## config.mk

```make
export PLATFORM = sky130hd
export DESIGN_NAME = angle_bus_reader
export DESIGN_NICKNAME = d
export VERILOG_FILES = /design/src/rtl/abr_pkg.sv /design/src/rtl/abr_timer.sv /design/src/rtl/abr_seq.sv /design/src/rtl/abr_assemble.sv /design/src/rtl/angle_bus_reader.sv
export SDC_FILE = /design/constraint.sdc
export NUM_CORES = 1
export LEC_CHECK = 0
export BUFFER_PORTS_ARGS = -buffer_cell sky130_fd_sc_hd__buf_2
export CORE_MARGIN = 3
export CORE_UTILIZATION = 29
export CTS_CLUSTER_SIZE = 28
export DETAILED_ROUTE_END_ITERATION = 10
export PLACE_DENSITY_LB_ADDON = 0.3
export SLEW_MARGIN = 10
export SYNTH_ARGS = -nofsm -noshare
export SYNTH_HDL_FRONTEND = slang
export SYNTH_SLANG_ARGS = --single-unit
```

## constraint.sdc

```tcl
create_clock -name clk -period 1.6 [get_ports clk]
set_input_delay 0.08 -clock clk [delete_from_list [all_inputs] [get_ports clk]]
set_output_delay 0.08 -clock clk [all_outputs]
set_load 0.02 [all_outputs]
```

## src/rtl/abr_pkg.sv

```systemverilog
package abr_pkg;

  typedef enum logic [2:0] {
    ST_IDLE,
    ST_SETUP,
    ST_HIGH,
    ST_LOW,
    ST_REL,
    ST_REFR
  } abr_state_e;

  // Whole cycles covering a time span, never fewer than one.
  function automatic int ns_to_cyc(input int span_ns, input int period_ns);
    int c;
    c = (span_ns + period_ns - 1) / period_ns;
    if (c < 1) c = 1;
    return c;
  endfunction

  function automatic int imax(input int a, input int b);
    return (a > b) ? a : b;
  endfunction

endpackage

```

## src/rtl/abr_timer.sv

```systemverilog
module abr_timer #(
  parameter int CNT_W = 8
) (
  input  logic             clk,
  input  logic             rst,
  input  logic             load,
  input  logic [CNT_W-1:0] load_val,
  output logic             zero
);

  logic [CNT_W-1:0] cnt_q;

  always_ff @(posedge clk) begin
    if (rst) begin
      cnt_q <= '0;
    end else if (load) begin
      cnt_q <= load_val;
    end else if (cnt_q != '0) begin
      cnt_q <= cnt_q - CNT_W'(1);
    end
  end

  assign zero = (cnt_q == '0);

endmodule

```

## src/rtl/abr_seq.sv

```systemverilog
module abr_seq
  import abr_pkg::*;
#(
  parameter int CNT_W   = 8,
  parameter int N_SETUP = 1,
  parameter int N_HOLD  = 1,
  parameter int N_REL   = 1,
  parameter int N_REFR  = 1
) (
  input  logic             clk,
  input  logic             rst,
  input  logic             req_valid,
  input  logic             wide_mode,
  input  logic             tmr_zero,
  output logic             tmr_load,
  output logic [CNT_W-1:0] tmr_val,
  output logic             req_ready,
  output logic             mode_q,
  output logic             cap_hi,
  output logic             cap_lo,
  output logic             cap_full,
  output logic             publish,
  output logic             inh_n,
  output logic             hbe_n,
  output logic             lbe_n
);

  localparam logic [CNT_W-1:0] LD_SETUP = CNT_W'(N_SETUP - 1);
  localparam logic [CNT_W-1:0] LD_HOLD  = CNT_W'(N_HOLD - 1);
  localparam logic [CNT_W-1:0] LD_REL   = CNT_W'(N_REL - 1);
  localparam logic [CNT_W-1:0] LD_REFR  = CNT_W'(N_REFR - 1);

  abr_state_e st_q, st_d;

  always_comb begin
    st_d     = st_q;
    tmr_load = 1'b0;
    tmr_val  = '0;
    cap_hi   = 1'b0;
    cap_lo   = 1'b0;
    cap_full = 1'b0;
    publish  = 1'b0;
    unique case (st_q)
      ST_IDLE: begin
        if (req_valid) begin
          st_d     = ST_SETUP;
          tmr_load = 1'b1;
          tmr_val  = LD_SETUP;
        end
      end
      ST_SETUP: begin
        if (tmr_zero) begin
          st_d     = ST_HIGH;
          tmr_load = 1'b1;
          tmr_val  = LD_HOLD;
        end
      end
      ST_HIGH: begin
        if (tmr_zero) begin
          tmr_load = 1'b1;
          if (mode_q) begin
            cap_full = 1'b1;
            st_d     = ST_REL;
            tmr_val  = LD_REL;
          end else begin
            cap_hi  = 1'b1;
            st_d    = ST_LOW;
            tmr_val = LD_HOLD;
          end
        end
      end
      ST_LOW: begin
        if (tmr_zero) begin
          cap_lo   = 1'b1;
          st_d     = ST_REL;
          tmr_load = 1'b1;
          tmr_val  = LD_REL;
        end
      end
      ST_REL: begin
        if (tmr_zero) begin
          publish  = 1'b1;
          st_d     = ST_REFR;
          tmr_load = 1'b1;
          tmr_val  = LD_REFR;
        end
      end
      ST_REFR: begin
        if (tmr_zero) st_d = ST_IDLE;
      end
      default: st_d = ST_IDLE;
    endcase
  end

  always_ff @(posedge clk) begin
    if (rst) begin
      st_q   <= ST_IDLE;
      mode_q <= 1'b0;
    end else begin
      st_q <= st_d;
      if (st_q == ST_IDLE && req_valid) mode_q <= wide_mode;
    end
  end

  assign req_ready = (st_q == ST_IDLE);
  assign inh_n     = (st_q == ST_IDLE) || (st_q == ST_REFR);
  assign hbe_n     = (st_q != ST_HIGH);
  assign lbe_n     = !((st_q == ST_LOW) || (st_q == ST_HIGH && mode_q));

endmodule

```

## src/rtl/abr_assemble.sv

```systemverilog
module abr_assemble #(
  parameter int LANE_W = 8
) (
  input  logic                clk,
  input  logic                rst,
  input  logic                cap_hi,
  input  logic                cap_lo,
  input  logic                cap_full,
  input  logic                publish,
  input  logic [2*LANE_W-1:0] bus_d,
  output logic [2*LANE_W-1:0] word_q,
  output logic                done_q
);

  localparam int WORD_W = 2 * LANE_W;

  logic [WORD_W-1:0] shadow_q;

  always_ff @(posedge clk) begin
    if (rst) begin
      shadow_q <= '0;
    end else if (cap_full) begin
      shadow_q <= bus_d;
    end else begin
      if (cap_hi) shadow_q[WORD_W-1:LANE_W] <= bus_d[LANE_W-1:0];
      if (cap_lo) shadow_q[LANE_W-1:0]      <= bus_d[LANE_W-1:0];
    end
  end

  always_ff @(posedge clk) begin
    if (rst) begin
      word_q <= '0;
      done_q <= 1'b0;
    end else begin
      done_q <= publish;
      if (publish) word_q <= shadow_q;
    end
  end

endmodule

```

## src/rtl/angle_bus_reader.sv

```systemverilog
module angle_bus_reader
  import abr_pkg::*;
#(
  parameter int CLK_NS      = 4,
  parameter int LANE_W      = 8,
  parameter int INH_MIN_NS  = 500,
  parameter int SETUP_NS    = 350,
  parameter int HOLD_NS     = 150,
  parameter int RELEASE_NS  = 100,
  parameter int REFRESH_NS  = 100
) (
  input  logic                clk,
  input  logic                rst,
  input  logic                req_valid,
  output logic                req_ready,
  input  logic                wide_mode,
  output logic                conv_inh_n,
  output logic                conv_hbe_n,
  output logic                conv_lbe_n,
  input  logic [2*LANE_W-1:0] conv_d,
  output logic [2*LANE_W-1:0] angle_word,
  output logic                angle_done
);

  localparam int C_INH   = ns_to_cyc(INH_MIN_NS, CLK_NS);
  localparam int C_HOLD  = ns_to_cyc(HOLD_NS, CLK_NS);
  localparam int C_SETUP = imax(ns_to_cyc(SETUP_NS, CLK_NS), imax(1, C_INH - C_HOLD));
  localparam int C_REL   = ns_to_cyc(RELEASE_NS, CLK_NS);
  localparam int C_REFR  = ns_to_cyc(REFRESH_NS, CLK_NS);
  localparam int C_MAX   = imax(imax(C_SETUP, C_HOLD), imax(C_REL, C_REFR));
  localparam int CNT_W   = $clog2(C_MAX + 1);

  logic             tmr_load;
  logic [CNT_W-1:0] tmr_val;
  logic             tmr_zero;
  logic             mode_q;
  logic             cap_hi, cap_lo, cap_full, publish;

  abr_timer #(.CNT_W(CNT_W)) u_timer (
    .clk      (clk),
    .rst      (rst),
    .load     (tmr_load),
    .load_val (tmr_val),
    .zero     (tmr_zero)
  );

  abr_seq #(
    .CNT_W   (CNT_W),
    .N_SETUP (C_SETUP),
    .N_HOLD  (C_HOLD),
    .N_REL   (C_REL),
    .N_REFR  (C_REFR)
  ) u_seq (
    .clk       (clk),
    .rst       (rst),
    .req_valid (req_valid),
    .wide_mode (wide_mode),
    .tmr_zero  (tmr_zero),
    .tmr_load  (tmr_load),
    .tmr_val   (tmr_val),
    .req_ready (req_ready),
    .mode_q    (mode_q),
    .cap_hi    (cap_hi),
    .cap_lo    (cap_lo),
    .cap_full  (cap_full),
    .publish   (publish),
    .inh_n     (conv_inh_n),
    .hbe_n     (conv_hbe_n),
    .lbe_n     (conv_lbe_n)
  );

  abr_assemble #(.LANE_W(LANE_W)) u_asm (
    .clk      (clk),
    .rst      (rst),
    .cap_hi   (cap_hi),
    .cap_lo   (cap_lo),
    .cap_full (cap_full),
    .publish  (publish),
    .bus_d    (conv_d),
    .word_q   (angle_word),
    .done_q   (angle_done)
  );

endmodule

```

==> run_results.csv, run 1 <==
group,metric,value,unit
cts,cts_buffers,5,
cts,path_clk_slew,0.08,ns
cells_and_area,layout_common_cells,"dfxtp_1, buf_2, nor2_1, nand2_1, buf_4",
drt,avgViaCountPerCell,4.909,
placed_design,place_inst,350,
cts,clockBufferDepth,2,
pwr,irDropWorstVdd,0.5194,mV
drt,drc_errors,0,
cts,htreeDepth,2,
min_path,hold_path_class,"in -> reg",
worst_setup_path,crit_type,"reg -> reg",
cells_and_area,fin_area,2761,um^2
floorplan,die_x,87.65,um
worst_setup_path,cp_top_family,"simple AND/OR/NAND/NOR gates",
worst_setup_path,cpMaxStageDelayCell,"dfxtp_2",
drt,drt-initial-drc-count,104,
sta,layout_min_cycle_time,1.661,ns
global_route,grt_pass1_vias,1662,
synth,ys_ff_latch,44,
worst_setup_path,arrival,1.88,ns
sta,worst_pin_slew,0.4151,ns
sta,rsz0062_at_grt,"yes",
job,max_cap_viol_count,0,
synth,seq_area_frac_synth,45.57,%
worst_setup_path,startpoint,"u_timer.cnt_q[0]",
synth,synth_top_area_share,45.57,%
synth,netlist_instances,227,
cells_and_area,fin_cells,363,
floorplan,die_area,7682,um^2
pwr,power.leakage,1.032,nW
floorplan,start_util,30.10,%
cells_and_area,n_antenna_cell,0,
synth,postSynthAreaPerCell,8.516,um^2
cells_and_area,layout_commonest_cell,"dfxtp_1",
placed_design,hpwlAfterDp,3414,um
synth,synth_edf_count,0,
sta,relSlewSlack,72.23,%
global_route,grt_pass1_wl,8073,um
sta,maxSlewViolCount,0,
pwr,p_per_area,1308,nW/um^2
placed_design,io_buffers,40,
sta,max_freq,0.6020,GHz
worst_setup_path,r2r-start,"u_timer.cnt_q[0]",
synth,synth_flop_cell,"dfxtp_1",
synth,synth_cell_types,38,
synth,postSynthNetCount,249,
cells_and_area,synthToLayoutAreaGrowth,42.85,%
cells_and_area,nFillCells,631,
worst_setup_path,endpoint_kind,"register",
global_route,grt_usage,13.40,%
sta,hold_viol_final,0,
drt,routed_wl,5235,um
cts,cts_sinks,44,
cts,tritoncts,"built",
cts,cts_hold_buffers,0,
sta,skew,0.008398,ns
worst_setup_path,worst_path_largest_cell_delay,0.33,ns
cts,cts_root_buf,"clkbuf_8",
sta,worst_slack,-0.06113,ns
global_route,overflow,0,
floorplan,die_h,87.65,um
floorplan,io_pins,41,
placed_design,pre_cts_slack,-0.1038,ns
placed_design,placed_cell_area,2347,um^2
synth,async_flop_share,0,%
sta,setup_violations,22,
synth,synthTopCellsByArea,"dfxtp_1, nand2_1, mux2i_1",
worst_setup_path,crit_chain,"inv_2, ha_4, nor4b_4, nand2_2, buf_4, nor3_4, a21oi_2, a211oi_2",
placed_design,place.gp.congestion,0.8491,
worst_setup_path,cp_max_fo,4,
status,status,"complete, but fails checks",
drt,wl_per_cell,14.42,um
synth,syn_area,1933,um^2
worst_setup_path,worst-path-buf-inv,2,
global_route,grt_max_degree,33,
synth,yosysWarnings,0,
min_path,hp-start,"conv_d[4]",
cells_and_area,drive_gt1_share,47.90,%
drt,drtPass1Iterations,4,
worst_setup_path,crit_required,1.82,ns
status,violations,"negative setup slack",
worst_setup_path,cp-start-kind,"register",
floorplan,rows,29,
drt,antenna_left,0,
global_route,grt_antenna_before_repair,0,
sta,fin_crit_sh,103.8,%
cts,clock_latency,0.30,ns
drt,vias,1782,
floorplan,core,6422,um^2
cells_and_area,finalNetCount,308,
synth,post-synth-top-area-cell,"dfxtp_1",
[logic make-up after synthesis]
kind of cell | synth area share, %
and+or+nand+nor | 22.20
adders and majority gates | 1.294
buffers and inverters | 5.306
AOI/OAI and AO/OA | 14.63
muxes | 8.285
DFF | 45.57
xor gates and xnor gates | 2.719
[flip-flops by register name, summed over array words and instances (netlist names)]
| register | count |
|---|---|
| u_asm.shadow_q | 16 |
| u_asm.word_q | 16 |
| u_timer.cnt_q | 7 |
| u_seq.st_q | 3 |
| u_asm.done_q | 1 |
| u_seq.mode_q | 1 |
[synth_stat cells (3+ instances only)]
| library cell | number |
|---|---|
| nand2_1 | 43 |
| a21oi_1 | 20 |
| a211oi_1 | 10 |
| dfxtp_1 | 44 |
| a31oi_1 | 4 |
| clkbuf_1 | 9 |
| nand3_1 | 6 |
| inv_1 | 3 |
| xor2_1 | 3 |
| nor2_1 | 28 |
| xnor2_1 | 3 |
| buf_6 | 3 |
| mux2i_1 | 16 |
| o21ai_0 | 4 |
| nor3_1 | 4 |
[per-stage QoR]
stage	power (W)	utilization [%]	hold WS [ns]	setup TNS, ns
finish	0.003613	43.00	0.04132	-0.4670
CTS	0.003287	39.14	0.03329	-0.3622
detailed placement	0.002495	36.55	0.3438	-1.876
global route	0.003830	43.00	0.05205	-4.201
global placement	0.002500	36.55	0.3329	-0.1595
floorplan	0.002080	-	0.2272	-0.002280
[layout make-up]
cell class                 count  area, um^2  share of cell area [%]
clock buffer                   5       68.82                   2.492
clock inverter                 2       12.51                  0.4531
inverter                       3       11.26                  0.4078
multi-input combinational    167        1246                   45.13
sequential                    44       883.3                   31.99
tap                           77       96.34                   3.489
timing repair buffer          65       442.9                   16.04
[where the power goes]
group,leakage [nW],internal [W],switching (W),total (W)
clock,0.0400,0.000296,0.000377,0.000673
combinational,0.635,0.000762,0.000892,0.00165
sequential,0.357,0.00120,0.0000885,0.00129
[worst paths after layout]
| kind | endpoint | slack (ns) | depth (start not counted) |
|---|---|---|---|
| max | u_timer.cnt_q[0] | -0.06 | 8 |
| min | u_asm.shadow_q[4] | 0.04 | 3 |
| max reg2reg | u_timer.cnt_q[0] | -0.06 | 8 |
| min reg2reg | u_asm.word_q[4] | 0.46 | 2 |
[worst reg2reg max path, cell delays in order, from the launching register on]
cell	delay (ns)
dfxtp_2	0.33
inv_2	0.07
ha_4	0.12
nor4b_4	0.27
nand2_2	0.18
buf_4	0.19
nor3_4	0.14
a21oi_2	0.07
a211oi_2	0.21
[routing by layer]
metal  wire length [um]  global-route usage (%)  vias to the layer above
li1                   -                       -                      895
met1               2450                   18.55                      853
met2               2548                   20.75                       28
met3                172                   3.293                        6
met4                 63                   3.766                        0
met5                  0                       0                        -
[repair_timing]
action,in CTS,in global routing
setup buffers,0,3
endpoints found under the setup margin,41,42
gates resized for setup,16,58
gates cloned,3,0
pin swaps,1,29
(Power assumes the default switching activity.)
==> run 2, diff against run 1 <==
Settings changed: CORE_ASPECT_RATIO set to 1.25, CORE_UTILIZATION 29 to 48, SLEW_MARGIN 10 to 25.
==> run 2 against run 1 <==
Sequential cell count did not move. Critical endpoint is now u_timer.cnt_q[4]. Setup slack got worse by 0.090 ns. The flow still finishes with violations (negative setup slack). Cell count fell by 3.6%. Die area fell by 37%. Combinational power fell by 5%. Sequential share of layout area fell by 0.82 points. Final area rose by 2.6%. Register-to-register slack got worse by 0.09 ns.
==> run_results.csv, run 2 (synthesis gave the netlist of run 1 again) <==
group,metric,value,unit
pwr,irDropWorstVdd,0.8348,mV
sta,whs,0.03736,ns
floorplan,start_util,50.66,%
floorplan,core,3816,um^2
sta,skew,0.01191,ns
cells_and_area,finalNetCount,317,
status,violations,"negative setup slack",
sta,worst_pin_slew,0.4500,ns
global_route,overflow,0,
cells_and_area,layout_common_cells,"dfxtp_1, buf_2, nor2_1",
worst_setup_path,crit_type,"reg -> reg",
worst_setup_path,worst_path_largest_cell_delay,0.33,ns
sta,worst_slack,-0.1513,ns
cells_and_area,utilization,74.26,%
cts,htreeDepth,2,
global_route,grt_pass1_wl,7341,um
placed_design,place_inst,330,
floorplan,die_area,4829,um^2
sta,rsz0062_at_grt,"yes",
sta,max_freq,0.5710,GHz
sta,layout_min_cycle_time,1.751,ns
sta,fin_crit_sh,109.5,%
job,max_cap_viol_count,0,
drt,drt-initial-drc-count,83,
worst_setup_path,endpoint_kind,"register",
floorplan,die_x,62.76,um
worst_setup_path,cp_max_fo,7,
global_route,grt_antenna_before_repair,0,
drt,wl_per_cell,15.73,um
drt,avgViaCountPerCell,5.369,
cts,path_clk_slew,0.09,ns
pwr,p_per_area,1325,nW/um^2
sta,setup_violations,42,
global_route,grt_max_degree,18,
sta,maxSlewViolCount,0,
pwr,power.leakage,1.140,nW
cts,tritoncts,"built",
status,status,"complete, but fails checks",
cells_and_area,reg_top3,"u_asm.shadow_q (16), u_asm.word_q (16), u_timer.cnt_q (7)",
cts,cts_root_buf,"clkbuf_8",
drt,drc_errors,0,
floorplan,die_h,76.95,um
placed_design,placed_cell_area,2328,um^2
drt,routed_wl,5506,um
worst_setup_path,cpMaxStageDelayCell,"dfxtp_2",
floorplan,rows,25,
cells_and_area,layout_commonest_cell,"dfxtp_1",
cells_and_area,synthToLayoutAreaGrowth,46.60,%
sta,hold_viol_final,0,
drt,vias,1879,
floorplan,io_pins,41,
cts,cts_buffers,5,
min_path,hold_path_class,"in -> reg",
worst_setup_path,worst-path-buf-inv,3,
worst_setup_path,crit_required,1.79,ns
cells_and_area,drive_gt1_share,50.00,%
cells_and_area,n_antenna_cell,0,
drt,antenna_left,0,
worst_setup_path,crit_chain,"inv_2, ha_4, nor4b_4, buf_4, and2_4, nand3_4, buf_6, nand3_2, a31oi_1",
worst_setup_path,arrival,1.94,ns
drt,drtPass1Iterations,4,
cells_and_area,fin_area,2834,um^2
worst_setup_path,cp-start-kind,"register",
cts,clock_latency,0.31,ns
global_route,grt_pass1_vias,1614,
sta,relSlewSlack,69.89,%
placed_design,place.gp.congestion,0.8732,
worst_setup_path,cp_top_family,"simple AND/OR/NAND/NOR gates",
cts,cts_hold_buffers,0,
cts,cts_sinks,44,
placed_design,hpwlAfterDp,3263,um
cts,clockBufferDepth,2,
placed_design,io_buffers,40,
cells_and_area,fin_cells,350,
global_route,grt_usage,18.84,%
-- run 2: report_power, final --
part	internal (W)	total (W)	switching, W
clock network	0.000511	0.000911	0.000400
logic	0.000729	0.00156	0.000830
registers	0.00120	0.00128	0.0000852
-- run 2: path summary, 6_finish.rpt --
path,slack [ns],endpoint,start,depth (start not counted)
min,0.04,u_asm.shadow_q[6],conv_d[6],3
max reg2reg,-0.15,u_timer.cnt_q[4],u_timer.cnt_q[1],9
max,-0.15,u_timer.cnt_q[4],u_timer.cnt_q[1],9
min reg2reg,0.46,u_asm.word_q[7],u_asm.word_q[7],2
-- run 2: cell type report --
class / count / area, um^2
Fill cell: 272 / 982.2
Inverter: 3 / 11.26
Timing Repair Buffer: 74 / 539.3
Clock inverter: 2 / 38.79
Clock buffer: 6 / 82.58
Multi-Input combinational cell: 167 / 1211
Tap cell: 54 / 67.56
Sequential cell: 44 / 883.3
-- run 2: tightest hold or removal path: stages --
cell and delay, ns:
buf_2 0.09, mux2i_1 0.06, nor2_1 0.07
-- run 2: timing repair --
action / in CTS / in global routing
gates resized for setup: 10 / 67
setup endpoints to repair: 40 / 42
gates cloned: 0 / 5
setup buffers: 3 / 4
pin swaps: 7 / 30
-- run 2: metal layers --
layer	up-vias	track usage, %	wire length [um]
met4	0	6.623	93
met5	-	0	0
met2	59	29.24	2769
met1	890	25.09	2352
li1	917	-	-
met3	13	5.124	291
-- run 2: through the flow --
step                 TNS (ns)  power, W  setup slack, ns
global route           -7.061  0.003921          -0.2286
CTS                   -0.3512  0.003472         -0.03929
detailed placement     -1.465  0.002485         -0.09366
finish                 -3.537  0.003754          -0.1513
floorplan           -0.002280  0.002080       -0.0002850
global placement            0  0.002471          0.01723
==> run 3, diff against run 2 <==
Settings changed: BUFFER_PORTS_ARGS -buffer_cell sky130_fd_sc_hd__buf_2 to -buffer_cell sky130_fd_sc_hd__clkbuf_2.
==> run 3 against run 2 <==
The run still ends with negative setup slack left. Register-to-register slack better by 0.02 ns. Cell count shrank 0.86%. First-iteration DRC count fell by 39%. Worst hold slack got worse by 0.012 ns. Global-route usage up 1.2 points. Setup slack better by 0.025 ns. Sequential cell count stayed put. Combinational power down 3%. Die area unchanged. Largest power group unchanged.
==> run_results.csv, run 3 (synthesis gave the netlist of run 1 again) <==
group,metric,value,unit
cts,clockBufferDepth,2,
floorplan,io_pins,41,
cts,cts_hold_buffers,0,
cells_and_area,reg_top3,"u_asm.shadow_q (16), u_asm.word_q (16), u_timer.cnt_q (7)",
sta,worst_slack,-0.1265,ns
placed_design,hpwlAfterDp,3188,um
drt,drt-initial-drc-count,51,
cells_and_area,synthToLayoutAreaGrowth,43.04,%
worst_setup_path,ff2ff_setup_slack,-0.13,ns
cts,cts_sinks,44,
worst_setup_path,r2r-start,"u_timer.cnt_q[1]",
worst_setup_path,worstReg2RegEnd,"u_asm.shadow_q[7]",
worst_setup_path,startpoint,"u_timer.cnt_q[1]",
sta,worst_pin_slew,0.4850,ns
pwr,p_comb_share,41.2,%
floorplan,die_area,4829,um^2
cts,clock_latency,0.31,ns
pwr,power.leakage,1.071,nW
placed_design,io_buffers,40,
cts,tritoncts,"built",
global_route,grt_max_degree,23,
cells_and_area,layout_commonest_cell,"dfxtp_1",
floorplan,start_util,50.66,%
pwr,seqPwrFrac,35.0,%
drt,wl_per_cell,15.25,um
worst_setup_path,crit_required,1.79,ns
sta,relSlewSlack,67.54,%
drt,routed_wl,5292,um
floorplan,core,3816,um^2
pwr,p_switching,0.001302,W
worst_setup_path,cp_max_fo,4,
cells_and_area,drive_gt1_share,48.12,%
status,status,"complete, but fails checks",
cts,cts_root_buf,"clkbuf_8",
floorplan,die_h,76.95,um
sta,max_freq,0.5792,GHz
drt,avgViaCountPerCell,5.352,
min_path,hp-start,"wide_mode",
floorplan,die_x,62.76,um
cells_and_area,layout_common_cells,"dfxtp_1, clkbuf_2, nor2_1",
min_path,whs_endpoint,"u_seq.mode_q",
status,violations,"negative setup slack",
min_path,min_path_cells,3,
global_route,overflow,0,
pwr,switching_share,35.42,%
sta,hold_viol_final,0,
sta,skew,0.01224,ns
global_route,grt_pass1_vias,1658,
worst_setup_path,endpoint_kind,"register",
drt,drc_errors,0,
min_path,hold_path_class,"in -> reg",
drt,vias,1857,
worst_setup_path,arrival,1.92,ns
pwr,clkPwrFrac,23.8,%
worst_setup_path,cp-start-kind,"register",
floorplan,rows,25,
cts,htreeDepth,2,
cells_and_area,utilization,72.46,%
sta,rsz0062_at_grt,"yes",
placed_design,place.gp.congestion,0.8482,
sta,setup_violations,35,
cts,cts_buffers,5,
drt,antenna_left,0,
pwr,p_per_area,1329,nW/um^2
cells_and_area,n_antenna_cell,0,
global_route,grt_pass1_wl,7659,um
cells_and_area,finalNetCount,314,
sta,whs,0.02583,ns
sta,maxSlewViolCount,0,
global_route,grt_antenna_before_repair,0,
worst_setup_path,crit_type,"reg -> reg",
sta,fin_tns_setup,-1.984,ns
global_route,grt_usage,20.09,%
sta,layout_min_cycle_time,1.727,ns
drt,drtPass1Iterations,4,
cts,path_clk_slew,0.09,ns
pwr,p_int,0.002374,W
sta,fin_crit_sh,107.9,%
pwr,irDropWorstVdd,1.011,mV
job,max_cap_viol_count,0,
worst_setup_path,reg2regPathDepth,9,
run 3: cell count changes in the layout (fill, tap and decap cells not counted), sizes merged:
cell | before | now
buf | 73 | 31
inv | 3 | 4
clkinv | 1 | 0
clkbuf | 7 | 45
clkinvlp | 0 | 1
run 3: worst max-delay path by stage:
| stage | depth (start not counted) | to | slack [ns] |
|---|---|---|---|
| floorplan | 10 | u_asm.word_q[0] | -0.0003 |
| global placement | 8 | u_timer.cnt_q[0] | -0.05 |
| detailed placement | 8 | u_timer.cnt_q[0] | -0.11 |
| CTS | 9 | u_asm.shadow_q[7] | -0.09 |
| global route | 8 | u_timer.cnt_q[0] | -0.20 |
| finish | 9 | u_asm.shadow_q[7] | -0.13 |
run 3: power groups by stage:
stage	logic [W]	registers (W)	clock network [W]
floorplan	0.000777	0.00130	0
global placement	0.00114	0.00131	0
detailed placement	0.00116	0.00131	0
CTS	0.00128	0.00129	0.000881
global route	0.00162	0.00130	0.000933
finish	0.00151	0.00129	0.000877
run 3: per-layer routing:
| layer | part of all wire [%] | global-route usage (%) |
|---|---|---|
| met2 | 53 | 34.26 |
| met4 | 1.6 | 7.285 |
| met3 | 4.0 | 4.978 |
| met1 | 42 | 24.31 |
| met5 | 0 | 0 |
run 3: layout make-up:
cell class                      count  area (um^2)
Timing Repair Buffer               71        483.0
Tap cell                           54        67.56
Multi-Input combinational cell    167         1204
Inverter                            3        11.26
Clock buffer                        5        68.82
Sequential cell                    44        884.6
Fill cell                         306         1051
Clock inverter                      3        46.29
run 3: timing repair:
action	4_1_cts	5_1_grt
setup buffers	5	2
gates resized for setup	13	59
gates cloned	1	3
setup endpoints to repair	42	45
pin swaps	4	33
run 3: critical path: stages (launching register included):
cell	delay, ns
dfxtp_2	0.33
inv_2	0.08
ha_4	0.12
nor4b_4	0.28
nand2_2	0.12
buf_6	0.15
nor2_4	0.13
buf_6	0.13
mux2i_1	0.20
nor2_1	0.07
run 3: per-stage QoR:
step / power, W / setup slack (ns) / std cells / area, um^2
5_1_grt: 0.003853 / -0.1986 / 347 / 2765
3_3_place_gp: 0.002450 / -0.04524 / 328 / 2313
6_report: 0.003676 / -0.1265 / 347 / 2765
4_1_cts: 0.003448 / -0.09023 / 342 / 2520
2_1_floorplan: 0.002080 / -0.0002850 / 227 / 1961
3_5_place_dp: 0.002472 / -0.1139 / 328 / 2313
